==> src/rtl/mwc_pkg.sv <==
package mwc_pkg;
  localparam int unsigned BYTE_W     = 8;
  localparam int unsigned WORD_BYTES = 4;

  typedef enum logic [1:0] {
    MW_FULL = 2'd0,
    MW_HALF = 2'd1,
    MW_BYTE = 2'd2
  } mem_width_e;

  function automatic mem_width_e decode_width(input logic [1:0] sel);
    if (sel[1]) return MW_BYTE;
    if (sel[0]) return MW_HALF;
    return MW_FULL;
  endfunction
endpackage

==> src/rtl/mwc_width_dec.sv <==
module mwc_width_dec
  import mwc_pkg::*;
#(
  parameter int unsigned WORD_BYTES = mwc_pkg::WORD_BYTES,
  localparam int unsigned IDX_W = $clog2(WORD_BYTES),
  localparam int unsigned SH_W  = $clog2(IDX_W + 1)
) (
  input  logic [1:0]       sel_i,
  output logic [SH_W-1:0]  shift_o,
  output logic [IDX_W-1:0] last_idx_o
);
  mem_width_e mode;
  int unsigned sh;

  always_comb begin
    mode = decode_width(sel_i);
    case (mode)
      MW_FULL: sh = IDX_W;
      MW_HALF: sh = IDX_W - 1;
      default: sh = 0;
    endcase
    shift_o    = SH_W'(sh);
    last_idx_o = IDX_W'((1 << (IDX_W - sh)) - 1);
  end
endmodule

==> src/rtl/mwc_wr_split.sv <==
module mwc_wr_split #(
  parameter int unsigned BYTE_W     = 8,
  parameter int unsigned WORD_BYTES = 4,
  localparam int unsigned DW    = BYTE_W * WORD_BYTES,
  localparam int unsigned IDX_W = $clog2(WORD_BYTES),
  localparam int unsigned SH_W  = $clog2(IDX_W + 1)
) (
  input  logic                  clk_i,
  input  logic                  rst_ni,
  input  logic [SH_W-1:0]       shift_i,
  input  logic [IDX_W-1:0]      last_idx_i,
  input  logic                  start_i,
  input  logic                  next_i,
  input  logic                  last_i,
  input  logic [DW-1:0]         data_i,
  input  logic [WORD_BYTES-1:0] be_ni,
  output logic [DW-1:0]         mem_data_o,
  output logic [WORD_BYTES-1:0] mem_be_no,
  output logic                  app_next_o,
  output logic                  app_last_o
);
  logic [IDX_W-1:0] cnt_q, eff_idx, base_idx;
  logic [IDX_W:0]   bpb;
  logic             word_end;

  assign eff_idx  = start_i ? '0 : cnt_q;
  assign word_end = (eff_idx >= last_idx_i) | last_i;
  assign bpb      = (IDX_W+1)'(1) << shift_i;
  assign base_idx = eff_idx << shift_i;

  assign app_next_o = next_i & word_end;
  assign app_last_o = next_i & last_i;

  for (genvar b = 0; b < WORD_BYTES; b++) begin : g_byte
    logic [IDX_W-1:0] src;
    logic             used;
    assign src  = base_idx + IDX_W'(b);
    assign used = (IDX_W+1)'(b) < bpb;
    assign mem_data_o[b*BYTE_W +: BYTE_W] = used ? data_i[src*BYTE_W +: BYTE_W] : '0;
    assign mem_be_no[b] = used ? be_ni[src] : 1'b1;
  end

  always_ff @(posedge clk_i or negedge rst_ni) begin
    if (!rst_ni) begin
      cnt_q <= '0;
    end else if (next_i) begin
      cnt_q <= word_end ? '0 : eff_idx + 1'b1;
    end else if (start_i) begin
      cnt_q <= '0;
    end
  end
endmodule

==> src/rtl/mwc_rd_pack.sv <==
module mwc_rd_pack #(
  parameter int unsigned BYTE_W     = 8,
  parameter int unsigned WORD_BYTES = 4,
  localparam int unsigned DW    = BYTE_W * WORD_BYTES,
  localparam int unsigned IDX_W = $clog2(WORD_BYTES),
  localparam int unsigned SH_W  = $clog2(IDX_W + 1)
) (
  input  logic             clk_i,
  input  logic             rst_ni,
  input  logic [SH_W-1:0]  shift_i,
  input  logic [IDX_W-1:0] last_idx_i,
  input  logic             start_i,
  input  logic             ok_i,
  input  logic             last_i,
  input  logic [DW-1:0]    mem_data_i,
  output logic [DW-1:0]    word_o,
  output logic             valid_o,
  output logic             last_o
);
  logic [IDX_W-1:0] cnt_q, eff_idx, off_mask;
  logic [DW-1:0]    shadow_q, base, merged;
  logic             done;

  assign eff_idx  = start_i ? '0 : cnt_q;
  assign base     = start_i ? '0 : shadow_q;
  assign off_mask = IDX_W'(((IDX_W+1)'(1) << shift_i) - 1'b1);
  assign done     = ok_i & ((eff_idx >= last_idx_i) | last_i);

  for (genvar k = 0; k < WORD_BYTES; k++) begin : g_byte
    logic [IDX_W-1:0] slot, off;
    assign slot = IDX_W'(k) >> shift_i;
    assign off  = IDX_W'(k) & off_mask;
    assign merged[k*BYTE_W +: BYTE_W] = (ok_i && slot == eff_idx)
                                        ? mem_data_i[off*BYTE_W +: BYTE_W]
                                        : base[k*BYTE_W +: BYTE_W];
  end

  always_ff @(posedge clk_i or negedge rst_ni) begin
    if (!rst_ni) begin
      cnt_q    <= '0;
      shadow_q <= '0;
      word_o   <= '0;
      valid_o  <= 1'b0;
      last_o   <= 1'b0;
    end else begin
      valid_o <= done;
      last_o  <= done & last_i;
      if (done) begin
        word_o   <= merged;
        shadow_q <= '0;
        cnt_q    <= '0;
      end else if (ok_i) begin
        shadow_q <= merged;
        cnt_q    <= eff_idx + 1'b1;
      end else if (start_i) begin
        shadow_q <= '0;
        cnt_q    <= '0;
      end
    end
  end
endmodule

==> src/rtl/mwc_width_conv.sv <==
module mwc_width_conv
  import mwc_pkg::*;
#(
  parameter int unsigned BYTE_W     = mwc_pkg::BYTE_W,
  parameter int unsigned WORD_BYTES = mwc_pkg::WORD_BYTES,
  localparam int unsigned DW    = BYTE_W * WORD_BYTES,
  localparam int unsigned IDX_W = $clog2(WORD_BYTES),
  localparam int unsigned SH_W  = $clog2(IDX_W + 1)
) (
  input  logic                  clk_i,
  input  logic                  rst_ni,
  input  logic [1:0]            width_sel_i,
  input  logic [DW-1:0]         app_wr_data_i,
  input  logic [WORD_BYTES-1:0] app_wr_be_ni,
  output logic                  app_wr_next_o,
  output logic                  app_wr_last_o,
  output logic [DW-1:0]         app_rd_data_o,
  output logic                  app_rd_valid_o,
  output logic                  app_rd_last_o,
  input  logic                  xfr_wr_start_i,
  input  logic                  xfr_wr_next_i,
  input  logic                  xfr_wr_last_i,
  output logic [DW-1:0]         mem_wr_data_o,
  output logic [WORD_BYTES-1:0] mem_wr_be_no,
  input  logic                  xfr_rd_start_i,
  input  logic                  xfr_rd_ok_i,
  input  logic                  xfr_rd_last_i,
  input  logic [DW-1:0]         mem_rd_data_i
);
  logic [SH_W-1:0]  shift;
  logic [IDX_W-1:0] last_idx;

  mwc_width_dec #(.WORD_BYTES(WORD_BYTES)) u_dec (
    .sel_i      (width_sel_i),
    .shift_o    (shift),
    .last_idx_o (last_idx)
  );

  mwc_wr_split #(.BYTE_W(BYTE_W), .WORD_BYTES(WORD_BYTES)) u_wr (
    .clk_i      (clk_i),
    .rst_ni     (rst_ni),
    .shift_i    (shift),
    .last_idx_i (last_idx),
    .start_i    (xfr_wr_start_i),
    .next_i     (xfr_wr_next_i),
    .last_i     (xfr_wr_last_i),
    .data_i     (app_wr_data_i),
    .be_ni      (app_wr_be_ni),
    .mem_data_o (mem_wr_data_o),
    .mem_be_no  (mem_wr_be_no),
    .app_next_o (app_wr_next_o),
    .app_last_o (app_wr_last_o)
  );

  mwc_rd_pack #(.BYTE_W(BYTE_W), .WORD_BYTES(WORD_BYTES)) u_rd (
    .clk_i      (clk_i),
    .rst_ni     (rst_ni),
    .shift_i    (shift),
    .last_idx_i (last_idx),
    .start_i    (xfr_rd_start_i),
    .ok_i       (xfr_rd_ok_i),
    .last_i     (xfr_rd_last_i),
    .mem_data_i (mem_rd_data_i),
    .word_o     (app_rd_data_o),
    .valid_o    (app_rd_valid_o),
    .last_o     (app_rd_last_o)
  );
endmodule

==> config.mk <==
export PLATFORM = sky130hd
export DESIGN_NAME = mwc_width_conv
export DESIGN_NICKNAME = d
export VERILOG_FILES = /design/src/rtl/mwc_pkg.sv /design/src/rtl/mwc_width_dec.sv /design/src/rtl/mwc_wr_split.sv /design/src/rtl/mwc_rd_pack.sv /design/src/rtl/mwc_width_conv.sv
export SDC_FILE = /design/constraint.sdc
export NUM_CORES = 1
export LEC_CHECK = 0
export CAP_MARGIN = 20
export CORE_MARGIN = 5
export CORE_UTILIZATION = 46
export CTS_BUF_LIST = sky130_fd_sc_hd__clkbuf_8
export CTS_CLUSTER_DIAMETER = 80
export DETAILED_ROUTE_END_ITERATION = 10
export HOLD_SLACK_MARGIN = 0.1
export PLACE_DENSITY = 0.83
export SYNTH_ARGS = -nofsm -noshare
export SYNTH_HDL_FRONTEND = slang
export SYNTH_SLANG_ARGS = --single-unit
==> constraint.sdc <==
create_clock -name clk_i -period 3.9 [get_ports clk_i]
set_input_delay 1.17 -clock clk_i [delete_from_list [all_inputs] [get_ports clk_i]]
set_output_delay 1.17 -clock clk_i [all_outputs]
set_load 0.03 [all_outputs]
=== After elaboration in Yosys (flattened, before gate mapping) ===
Index checks and enable logic that the tools add are counted.

* Flip-flop bits (word level): 70
* Word-level logic and storage cells: 91

* Reduce and logical (&&, ||, !) cells: 5
* Equality and inequality tests: 5
* Add/subtract/negate cells: 8
* Bitwise logic cells: 6
* Multiplexer cells: 37
* Shift operators: 14
* $lt $le $gt $ge: 10

{| class="wikitable"
|+ Operator list
! cell !! count
|-
| $shiftx 32x6->8 || 6
|-
| $mux 32 || 3
|-
| $mux 8 || 8
|-
| $shiftx 32x5->8 || 1
|-
| $shl 1x32->2 const A || 1
|-
| $mux 2 || 10
|-
| $lt 2x3->1 const B || 4
|-
| $mux 1 || 11
|-
| $bmux 1 s2 || 4
|-
| $eq 2x2->1 || 4
|-
| $add 2x1->2 const B || 3
|-
| $lt 1x3->1 const A || 2
|-
| $lt 2x3->1 const A || 2
|-
| $add 2x2->2 const B || 2
|-
| $and 1x1->1 || 4
|-
| $ge 2x2->1 || 2
|-
| $logic_and 1x1->1 || 4
|-
| $pmux 2 s2 || 1
|-
| $shr 1x2->2 const A || 2
|-
| $shr 2x2->2 const A || 2
|-
| $shl 1x2->3 const A || 1
|-
| $sub 2x2->3 const A || 1
|-
| $eq 2x1->1 const B || 1
|-
| $logic_not 2->1 || 1
|-
| other kinds (4) || 5
|}

=== Longest topological paths before layout ===
Gate-level depths: netlist of the first run.

* Word-level depth: 13
* Mapped depth: 12
* Gate-level depth less buffers: 8

=== Modules after synthesis ===
From an unflattened synthesis of the first run, not the netlist that was laid out.

* Cells, all modules: 485
* Area total of the unflattened synthesis: 4902.2 µm²

{| class="wikitable"
|+ Modules (own cells, without submodules)
! module !! instances !! area each (µm²) !! cells an instance
|-
| mwc_rd_pack || 1 || 3503.4 || 338
|-
| mwc_wr_split || 1 || 1378.8 || 143
|-
| mwc_width_dec || 1 || 20.0 || 4
|}

=== Worst setup path before layout of the first run ===
OpenSTA, ideal clock, no wires.

* Path type: input to output
* Start point: input port width_sel_i[0]
* End point: output port app_wr_next_o
* Buffers on the path: 2
* Data arrival time: 3.199 ns
* Path slack: -0.469 ns
* Stages on the path: 7
* Cells stage by stage: buf_2 nor2_8 clkbuf_1 ha_1 ha_1 o21ai_0 a21boi_0

* Longest elaborated chain between the ends: 12
* Elaborated cells between the ends (all ways): 14
* Those cells by class: add/sub (2); order compare (1); eq/ne (1); shift (1); mux (6); bitwise (2); reduce/logical (1)

{| class="wikitable"
|+ RTL lines
! item !! RTL line !! source
|-
| from (decl) || mwc_width_conv.sv:12 || <nowiki>input logic [1:0] width_sel_i,</nowiki>
|-
| $mux 1 (2 in series) || mwc_pkg.sv:13 || <nowiki>if (sel[0]) return MW_HALF;</nowiki>
|-
| $mux 2 * || mwc_pkg.sv:14 || <nowiki>return MW_FULL;</nowiki>
|-
| $mux 2 * || mwc_pkg.sv:13 ||
|-
| $eq 2x1->1 / $logic_not 2->1 (equally long branches) || mwc_width_dec.sv:17 || <nowiki>case (mode)</nowiki>
|-
| $pmux 2 s2 * || mwc_width_dec.sv:17 ||
|-
| $sub 2x2->3 * || mwc_width_dec.sv:23 || <nowiki>last_idx_o = IDX_W'((1 << (IDX_W - sh)) - 1);</nowiki>
|-
| $shl 1x32->2 * || mwc_width_dec.sv:23 ||
|-
| $sub 2x2->2 * || mwc_width_dec.sv:23 ||
|-
| $ge 2x2->1 * || mwc_wr_split.sv:27 || <nowiki>assign word_end = (eff_idx >= last_idx_i) | last_i;</nowiki>
|-
| $or 1x1->1 * || mwc_wr_split.sv:27 ||
|-
| $and 1x1->1 * || mwc_wr_split.sv:31 || <nowiki>assign app_next_o = next_i & word_end;</nowiki>
|-
| to (decl) || mwc_width_conv.sv:15 || <nowiki>output logic app_wr_next_o,</nowiki>
|}

Every way passes the cells marked *; elsewhere a longest branch is shown, timed or not. The select of a mux whose other input is x is not followed.

=== Worst setup path after layout of the first run ===
* Start point: input port width_sel_i[1]
* End point: output port mem_wr_be_no[0]

* Longest elaborated chain between the ends: 8
* Elaborated cells between the ends (all ways): 11
* Those cells by class: order compare (1); eq/ne (1); shift (2); mux (6); reduce/logical (1)

{| class="wikitable"
|+ RTL lines
! item !! RTL line !! source
|-
| $mux 1 * || mwc_pkg.sv:12 || <nowiki>if (sel[1]) return MW_BYTE;</nowiki>
|-
| $mux 2 * || mwc_pkg.sv:13 ||
|-
| $eq 2x1->1 / $logic_not 2->1 (equally long branches) || mwc_width_dec.sv:17 ||
|-
| $pmux 2 s2 * || mwc_width_dec.sv:17 ||
|-
| $shl 2x2->2 || mwc_wr_split.sv:29 || <nowiki>assign base_idx = eff_idx << shift_i;</nowiki>
|-
| $bmux 1 s2 || mwc_wr_split.sv:40 || <nowiki>assign mem_be_no[b] = used ? be_ni[src] : 1'b1;</nowiki>
|-
| $mux 1 (not written as such) || mwc_wr_split.sv:40 ||
|-
| $mux 1 * || mwc_wr_split.sv:40 ||
|-
| to (decl) || mwc_width_conv.sv:24 || <nowiki>output logic [WORD_BYTES-1:0] mem_wr_be_no,</nowiki>
|}

Marks and branches as above.

==> flow_metrics.tcl, run 1 <==
set metrics [dict create \
    maxSlewHeadroom_pct 40.6 \
    power.density_nw_per_um2 363 \
    dpl_cell_area_um2 5730 \
    n_fill_cell 675 \
    clk_pin_slew_ns 0.08 \
    portBuffers 149 \
    dp_cells 682 \
    clk_latency_ns 0.35 \
    final_cell_mix "clkdlybuf4s50_1 (110), dfrtp_1 (70), buf_4 (51), nand2_1 (49), nor2_1 (43)" \
    cts_tree "done" \
    status "finished with violations" \
    violations "setup timing" \
    synth-main-ff-cell "dfrtp_1" \
    drive_gt1_share_pct 19.5 \
    vias_per_cell 5.47 \
    leakagePower_uw 0.00266 \
    skew_ns 0.00914 \
    h-tree-depth 3 \
    crit_type "input pin to output port" \
    fin_setup_tns_ns -0.00923 \
    synthCells 420 \
    synth_area_per_cell_um2 9.52 \
    start_util_pct 46.5 \
    cpPeakStageDelay_ns 0.47 \
    worstPathRequired_ns 2.73 \
    final_common_cell "clkdlybuf4s50_1" \
    synth_edf_count 0 \
    synthArstFlopShare_pct 100 \
    area.growth.synth_to_final_pct 49.4 \
    routedWlPerCell_um 18.0 \
    die_area_um2 10700 \
    core_area_um2 8590 \
    diodes 0 \
    chipWidth_um 103 \
    peakVddDrop_mv 0.245 \
    crit_path_end_kind "output port" \
    firstDrtPassIters 4 \
    cp_cell_sequence "buf_8 -> nand3b_1 -> a21oi_4 -> buf_12 -> buf_6 -> mux4_2 -> or2_1 -> buf_6" \
    post-dp-hpwl_um 9440 \
    place.gp.congestion 0.893 \
    grt_pass1_vias 3974 \
    ys_seq_area_share_pct 43.8 \
    slowest_stage "mux4_2" \
    worst_setup_path_start_kind "input pin" \
    drt_wl_total_um 12600 \
    grt_pass1_wl_um 19500 \
    layout.nets 675 \
    grt_max_degree 71 \
    min_path_type "flop to flop" \
    ioPinCount 150 \
    fmax_mhz 256 \
    period_share_pct 100 \
    die_h_um 103 \
    vias 3847 \
    syn_area_um2 4000 \
    yosys_warnings 0 \
    drc_errors 0 \
    finalInstanceArea_um2 5980 \
    slew_violations 0 \
    timing_hold_violations_final 0 \
    antenna_found_initial 0 \
    clock_sinks 70 \
    synth_fp_nets 505 \
    cts_buffers 9 \
    ys_ff_latch 70 \
    setup_ws_ns -0.00923 \
    cts_max_path_buffers 2 \
    cp_common_cell "buf_6" \
    arrival_ns 2.74 \
    total_power_uw 2170 \
    rows 34 \
    ant_nets 0 \
    root_buffer "clkbuf_8" \
    hold_buffers 0 \
    layout.cells.non_filler 703 \
    grtUsageTotal_pct 23.6 \
    crit_fanout 8 \
    rsz0062_at_grt "true" \
    tightest_slew_ns 0.890 \
    fin_crit_ns 3.91 \
    whs_ns 0.492 \
    drtIter0Drc 184 \
    maxCapViolations 0 \
    setup_viol 1 \
    yosysUniqueCellTypes 47 \
    grt-ovfl-total 0 \
]
flip-flops by register name (all words and copies together), names as in the netlist:
name,flops
u_rd.last_o,1
u_wr.cnt_q,2
u_rd.word_o,32
u_rd.cnt_q,2
u_rd.valid_o,1
u_rd.shadow_q,32
synthesized netlist by cell type (all sizes together), types with 4 or more instances:
library cell / count / share of area (%)
ha: 7 / 2.2
o21a: 9 / 1.7
o31ai: 4 / 0.75
nand2b: 4 / 0.69
mux2: 12 / 3.4
a21oi: 31 / 4.4
xnor2: 4 / 1.1
buf: 8 / 1.3
nor3b: 8 / 1.5
inv: 16 / 1.5
nor2: 44 / 4.5
a22oi: 16 / 3.0
o211ai: 4 / 0.75
nand3: 6 / 0.75
or3: 6 / 0.94
nor2b: 13 / 2.1
dfrtp: 70 / 44
clkbuf: 16 / 1.5
mux4: 9 / 5.3
and2: 11 / 1.7
and2b: 6 / 1.1
o21ai: 25 / 3.1
nand3b: 9 / 1.7
mux2i: 13 / 3.3
a31oi: 9 / 1.4
nand2: 50 / 4.8
logic make-up after synthesis:
kind of cell             count (synthesis)  share of synthesized area [%]
buffers and inverters                   41                           4.41
multiplexers                            34                           11.9
adder cells (fa/ha/maj)                  7                           2.19
flip-flops                              70                           43.8
XOR/XNOR                                 5                           1.28
AND/OR/NAND/NOR                        160                           20.3
AO/OA/AOI/OAI                          103                           16.1
worst paths after layout:
| path | startpoint | end | slack (ns) | cells after the start |
|---|---|---|---|---|
| max in group asynchronous | rst_ni | u_rd.shadow_q[0] | 2.30 | 2 |
| min | u_rd.word_o[7] | u_rd.word_o[7] | 0.49 | 2 |
| max reg2reg | u_rd.cnt_q[1] | u_rd.word_o[24] | 1.53 | 7 |
| max | width_sel_i[1] | mem_wr_be_no[0] | -0.009 | 8 |
| min in group asynchronous | rst_ni | u_rd.word_o[17] | 1.02 | 2 |
| min reg2reg | u_rd.word_o[7] | u_rd.word_o[7] | 0.49 | 2 |
worst max-delay path, delay by kind of cell:
family,cells,cell delay (ns)
buf+inv,4,0.49
mux,1,0.47
simple gates,2,0.45
compound gates,1,0.17
per-layer routing:
layer  GRT usage (%)  vias up  wire [µm]
met1            28.2     1825       4910
met3            5.30       26       1200
li1                -     1816          -
met5               0        -          0
met4            7.47        0        240
met2            42.4      180       6300
layout make-up:
cell class                 count  area (µm²)  area share [%]
clock buffer                  10         138            2.30
inverter                      17        63.8            1.07
sequential                    70        1750            29.3
multi-input combinational    309        2080            34.7
tap                          108         135            2.26
timing repair buffer         183        1740            29.2
clock inverter                 6        68.8            1.15
power breakdown:
part	switching (µW)	internal, µW	leakage [µW]
logic	398	323	0.00164
registers	37.6	798	0.000920
clock network	295	316	0.000103
total	730	1440	0.00266
what timing repair did:
item	in CTS	in global routing
setup endpoints to repair	21	5
pin swaps	3	0
buffers inserted	5	0
gates resized for setup	51	9
through the flow:
stage	setup slack, ns	util, %
floorplan	0.0316	-
CTS	-0.0181	69.3
detailed placement	-0.769	66.6
finish	-0.00923	69.5
global placement	-0.728	66.6
global route	-0.0720	69.5
Power figures use the tool's default switching activity.
==> inputs of run 2 (changes only) <==
--- a/config.mk
+++ b/config.mk
@@ -11,6 +11,7 @@
 export CTS_BUF_LIST = sky130_fd_sc_hd__clkbuf_8
 export CTS_CLUSTER_DIAMETER = 80
 export DETAILED_ROUTE_END_ITERATION = 10
+export GPL_TIMING_DRIVEN = 0
 export HOLD_SLACK_MARGIN = 0.1
 export PLACE_DENSITY = 0.83
 export SYNTH_ARGS = -nofsm -noshare
==> run 2 against run 1 <==
Against the previous run:
- the run now ends clean
- total power is 4.9% lower
- core utilization is 1.4 points lower
- register-to-register slack better by 0.03 ns
- critical path type unchanged
- largest power group unchanged
- highest routed layer unchanged
==> flow_metrics.tcl, run 2 (synthesis gave the netlist of run 1 again) <==
set metrics [dict create \
    antenna_found_initial 0 \
    slew_violations 0 \
    dpl_worst_slack_ns -1.39 \
    die_area_um2 10700 \
    whs_ns 0.489 \
    ioPinCount 150 \
    r2r_start "u_rd.cnt_q[1]" \
    setup_viol 0 \
    status "finished, final reports clean" \
    pwr-share-seq_pct 40.5 \
    core_area_um2 8590 \
    skew_ns 0.00576 \
    timing_hold_violations_final 0 \
    hold_end "u_rd.word_o[0]" \
    combPwrFrac_pct 34.7 \
    worstPathRequired_ns 2.73 \
    root_buffer "clkbuf_8" \
    drt_wl_total_um 13200 \
    dp_cells 677 \
    layout.cells.non_filler 701 \
    fmax_mhz 258 \
    rows 34 \
    grt-ovfl-total 0 \
    net-switching-power_uw 729 \
    cpPeakStageDelay_ns 0.50 \
    worst_setup_path_start_kind "input pin" \
    area.growth.synth_to_final_pct 46.4 \
    p_int_uw 1330 \
    p_clk_share_pct 24.9 \
    cp_common_cell "buf_6" \
    grt_pass1_wl_um 20500 \
    final_common_cell "clkdlybuf4s50_1" \
    reg.largest.list "u_rd.shadow_q: 32 flops, u_rd.word_o: 32 flops" \
    maxSlewHeadroom_pct 41.3 \
    rsz0062_at_grt "true" \
    leakagePower_uw 0.00257 \
    grtUsageTotal_pct 25.0 \
    cp_cell_sequence "buf_8 -> nand3b_1 -> a21oi_4 -> buf_6 -> buf_6 -> mux4_2 -> and2b_1 -> buf_6" \
    arrival_ns 2.71 \
    die_h_um 103 \
    place.gp.congestion 0.875 \
    crit_fanout 4 \
    chipWidth_um 103 \
    fin_setup_tns_ns 0 \
    clk_latency_ns 0.36 \
    hold_path_depth 2 \
    layout.nets 673 \
    h-tree-depth 3 \
    clk_pin_slew_ns 0.07 \
    tightest_slew_ns 0.880 \
    peakVddDrop_mv 0.231 \
    setup_ws_ns 0.0240 \
    crit_path_end_kind "output port" \
    slowest_stage "mux4_2" \
    drtIter0Drc 168 \
    vias_per_cell 5.67 \
    fin_crit_ns 3.88 \
    start_util_pct 46.5 \
    vias 3976 \
    diodes 0 \
    firstDrtPassIters 4 \
    min_path_type "flop to flop" \
    total_power_uw 2060 \
    r2r_setup_slack_ns 1.56 \
    hold_buffers 0 \
    clock_sinks 70 \
    cts_tree "done" \
    crit_type "input pin to output port" \
    switching_share_pct 35.4 \
    portBuffers 149 \
    drive_gt1_share_pct 15.2 \
    power.density_nw_per_um2 352 \
    final_cell_mix "clkdlybuf4s50_1 (115), dfrtp_1 (70), nand2_1 (49), nor2_1 (42), a21oi_1 (28)" \
    cts_max_path_buffers 2 \
    grt_max_degree 71 \
    ant_nets 0 \
    rr_endpoint "u_rd.word_o[22]" \
    cts_buffers 9 \
    grt_pass1_vias 4073 \
    worstRegToRegCells 10 \
    drc_errors 0 \
    period_share_pct 99.4 \
    post-dp-hpwl_um 10300 \
    min-delay-start "u_rd.word_o[0]" \
    routedWlPerCell_um 18.9 \
    maxCapViolations 0 \
]
[run 2: changes by cell type in the layout (fill, tap and decap cells not counted), sizes merged, moves of 5 or more]
cell           before  now
buf                70   29
clkbuf             10   29
dlygate4sd2         2   10
clkdlybuf4s15       1    7
clkdlybuf4s50     110  115
[run 2: critical path: cells and delay by family]
kind	cells	cell delay, ns
buffers and inverters	4	0.47
and+or+nand+nor	2	0.38
muxes	1	0.50
AOI/OAI and AO/OA	1	0.19
[run 2: how the worst max path moves through the flow]
stage / from / endpoint / slack [ns] / cells past startpoint
floorplan: width_sel_i[0] / app_wr_next_o / 0.03 / 7
finish: width_sel_i[1] / mem_wr_data_o[3] / 0.02 / 8
CTS: width_sel_i[1] / mem_wr_data_o[3] / 0.004 / 8
detailed placement: width_sel_i[0] / app_wr_next_o / -1.39 / 9
global placement: width_sel_i[0] / app_wr_next_o / -1.32 / 9
global route: width_sel_i[1] / mem_wr_be_no[0] / -0.03 / 7
[run 2: metrics by stage]
stage / area (µm²) / util, %
finish: 5860 / 68.2
CTS: 5850 / 68.1
detailed placement: 5630 / 65.5
floorplan: 4010 / -
global route: 5860 / 68.2
global placement: 5630 / 65.5
[run 2: layout make-up]
cell class                 instances  area (µm²)
buffer                            21         111
clock inverter                     7        42.5
sequential                        70        1750
tap                              108         135
multi-input combinational        309        2100
inverter                          17        65.1
fill                             724        2740
timing repair buffer             160        1530
clock buffer                       9         124
[run 2: timing repair]
| item | 4_1_cts | 5_1_grt |
|---|---|---|
| pin swaps | 3 | 2 |
| gates resized for setup | 97 | 28 |
| setup endpoints to repair | 101 | 25 |
| buffers inserted | 10 | 1 |
[run 2: power groups by stage]
stage	clock (µW)	sequential (µW)	combinational, µW
3_5_place_dp	0	848	711
4_1_cts	515	834	713
3_3_place_gp	0	847	700
5_1_grt	541	843	764
6_report	512	834	714
2_1_floorplan	0	948	278
[run 2: metal layers]
| metal | track usage, % | wire [µm] |
|---|---|---|
| met1 | 30.7 | 5050 |
| met2 | 43.8 | 6660 |
| met3 | 5.03 | 1270 |
| met4 | 8.86 | 258 |
| met5 | 0 | 0 |
==> inputs of run 3 (changes only) <==
--- a/config.mk
+++ b/config.mk
@@ -14,6 +14,7 @@
 export GPL_TIMING_DRIVEN = 0
 export HOLD_SLACK_MARGIN = 0.1
 export PLACE_DENSITY = 0.83
+export SKIP_CTS_REPAIR_TIMING = 1
 export SYNTH_ARGS = -nofsm -noshare
 export SYNTH_HDL_FRONTEND = slang
 export SYNTH_SLANG_ARGS = --single-unit
==> run 3 against run 2 <==
Against the previous run:
- the flow now finishes with violations (setup timing)
- flip-flop and latch count stayed put
- clock skew down 0.00087 ns
- global-route usage decreased by 0.21 points
- clock power about the same
- first-iteration DRC count rose by 17%
- sequential power is essentially flat
- critical path type unchanged
==> flow_metrics.tcl, run 3 (synthesis gave the netlist of run 1 again) <==
set metrics [dict create \
    portBuffers 149 \
    r2r_setup_slack_ns 1.71 \
    clock_sinks 70 \
    core_area_um2 8590 \
    drtIter0Drc 196 \
    fin_crit_ns 3.90 \
    skew_ns 0.00488 \
    cts_buffers 9 \
    cp_common_cell "buf_4" \
    firstDrtPassIters 5 \
    ioPinCount 150 \
    grt_pass1_wl_um 20300 \
    vias 3938 \
    cpPeakStageDelay_ns 0.28 \
    leakagePower_uw 0.00281 \
    chipWidth_um 103 \
    slew_violations 0 \
    power.density_nw_per_um2 347 \
    post-dp-hpwl_um 10300 \
    crit_path_end_kind "output port" \
    period_share_pct 100 \
    grt_pass1_vias 4013 \
    min_path_type "flop to flop" \
    final_util_pct 69.5 \
    ant_nets 0 \
    grtUsageTotal_pct 24.8 \
    rsz0062_at_grt "true" \
    routedWlPerCell_um 19.3 \
    area.growth.synth_to_final_pct 49.3 \
    start_util_pct 46.5 \
    cts_max_path_buffers 2 \
    finalInstanceArea_um2 5970 \
    crit_fanout 10 \
    root_buffer "clkbuf_8" \
    dpl_cell_area_um2 5630 \
    die_h_um 103 \
    rows 34 \
    cts_tree "done" \
    setup_viol 1 \
    crit_type "input pin to output port" \
    fin_setup_tns_ns -0.00234 \
    status "finished with violations" \
    tightest_slew_ns 0.907 \
    drc_errors 0 \
    fmax_mhz 256 \
    worst_setup_path_start_kind "input pin" \
    diodes 0 \
    layout.nets 675 \
    h-tree-depth 3 \
    drt_wl_total_um 13600 \
    maxSlewHeadroom_pct 39.3 \
    setup_ws_ns -0.00234 \
    maxCapViolations 0 \
    cp_cell_sequence "clkbuf_2 -> buf_4 -> nor2_8 -> ha_2 -> ha_1 -> o21ai_0 -> a21boi_2 -> buf_4" \
    vias_per_cell 5.60 \
    violations "setup timing" \
    worstPathRequired_ns 2.73 \
    reg.largest.list "u_rd.shadow_q: 32 flops, u_rd.word_o: 32 flops" \
    slowest_stage "ha_2" \
    die_area_um2 10700 \
    peakVddDrop_mv 0.232 \
    final_cell_mix "clkdlybuf4s50_1 (116), dfrtp_1 (70), nand2_1 (49), nor2_1 (42), a21oi_1 (28)" \
    grt_max_degree 71 \
    grt-ovfl-total 0 \
    clk_pin_slew_ns 0.07 \
    arrival_ns 2.73 \
    antenna_found_initial 0 \
    drive_gt1_share_pct 14.5 \
    place.gp.congestion 0.875 \
    final_common_cell "clkdlybuf4s50_1" \
    timing_hold_violations_final 0 \
    clk_latency_ns 0.36 \
]
## run 3: cell count changes in the layout (fill, tap and decap cells not counted), moves of 2 or more
cell	before	now
buf_6	8	4
buf_2	8	4
buf_4	12	14
dlymetal6s2s_1	0	21
dlygate4sd2_1	10	0
clkdlybuf4s15_2	3	0
clkdlybuf4s15_1	4	0
## run 3: report_power, final
| group | internal (µW) | leakage [µW] | total (µW) | switching (µW) |
|---|---|---|---|---|
| logic | 317 | 0.00180 | 728 | 411 |
| clock network | 226 | 0.0000862 | 511 | 285 |
| registers | 798 | 0.000920 | 834 | 35.7 |
| total | 1340 | 0.00281 | 2070 | 732 |
## run 3: worst paths after layout
check                                    start  cells after the start               to
worst max-delay path            width_sel_i[0]                      8    app_wr_next_o
worst min-delay path            u_rd.word_o[0]                      2   u_rd.word_o[0]
worst max register to register   u_rd.cnt_q[1]                      9  u_rd.word_o[30]
worst min register to register  u_rd.word_o[0]                      2   u_rd.word_o[0]
max in group asynchronous               rst_ni                      1    u_rd.cnt_q[1]
min in group asynchronous               rst_ni                      1  u_rd.word_o[18]
## run 3: final cells by class
type                    instances  area, µm²
inverters                      17       67.6
well taps                     108        135
plain buffers                  23        119
repair buffers                160       1630
fillers                       702       2620
clock buffers                   9        124
multi-input cells             309       2100
flip-flops and latches         70       1750
clock inverters                 7       42.5
## run 3: critical path: cells and delay by family
| family | cells | cell delay (ns) |
|---|---|---|
| adder cells (fa/ha/maj) | 2 | 0.55 |
| buffers and inverters | 3 | 0.56 |
| AO/OA/AOI/OAI | 2 | 0.29 |
| AND/OR/NAND/NOR | 1 | 0.16 |
## run 3: per-stage QoR
stage,cells,total power (µW),hold slack [ns],setup slack [ns]
finish,703,2070,0.490,-0.00234
global route,703,2160,0.525,-0.0515
CTS,693,2060,0.496,-1.39
detailed placement,677,1560,0.474,-1.39
global placement,677,1550,0.466,-1.32
floorplan,420,1230,0.485,0.0316
## run 3: layer usage
layer  routed length [µm]  GRT usage (%)
met3                 1320           5.03
met2                 6830           43.1
met5                    0              0
met4                  235           8.57
met1                 5180           30.8
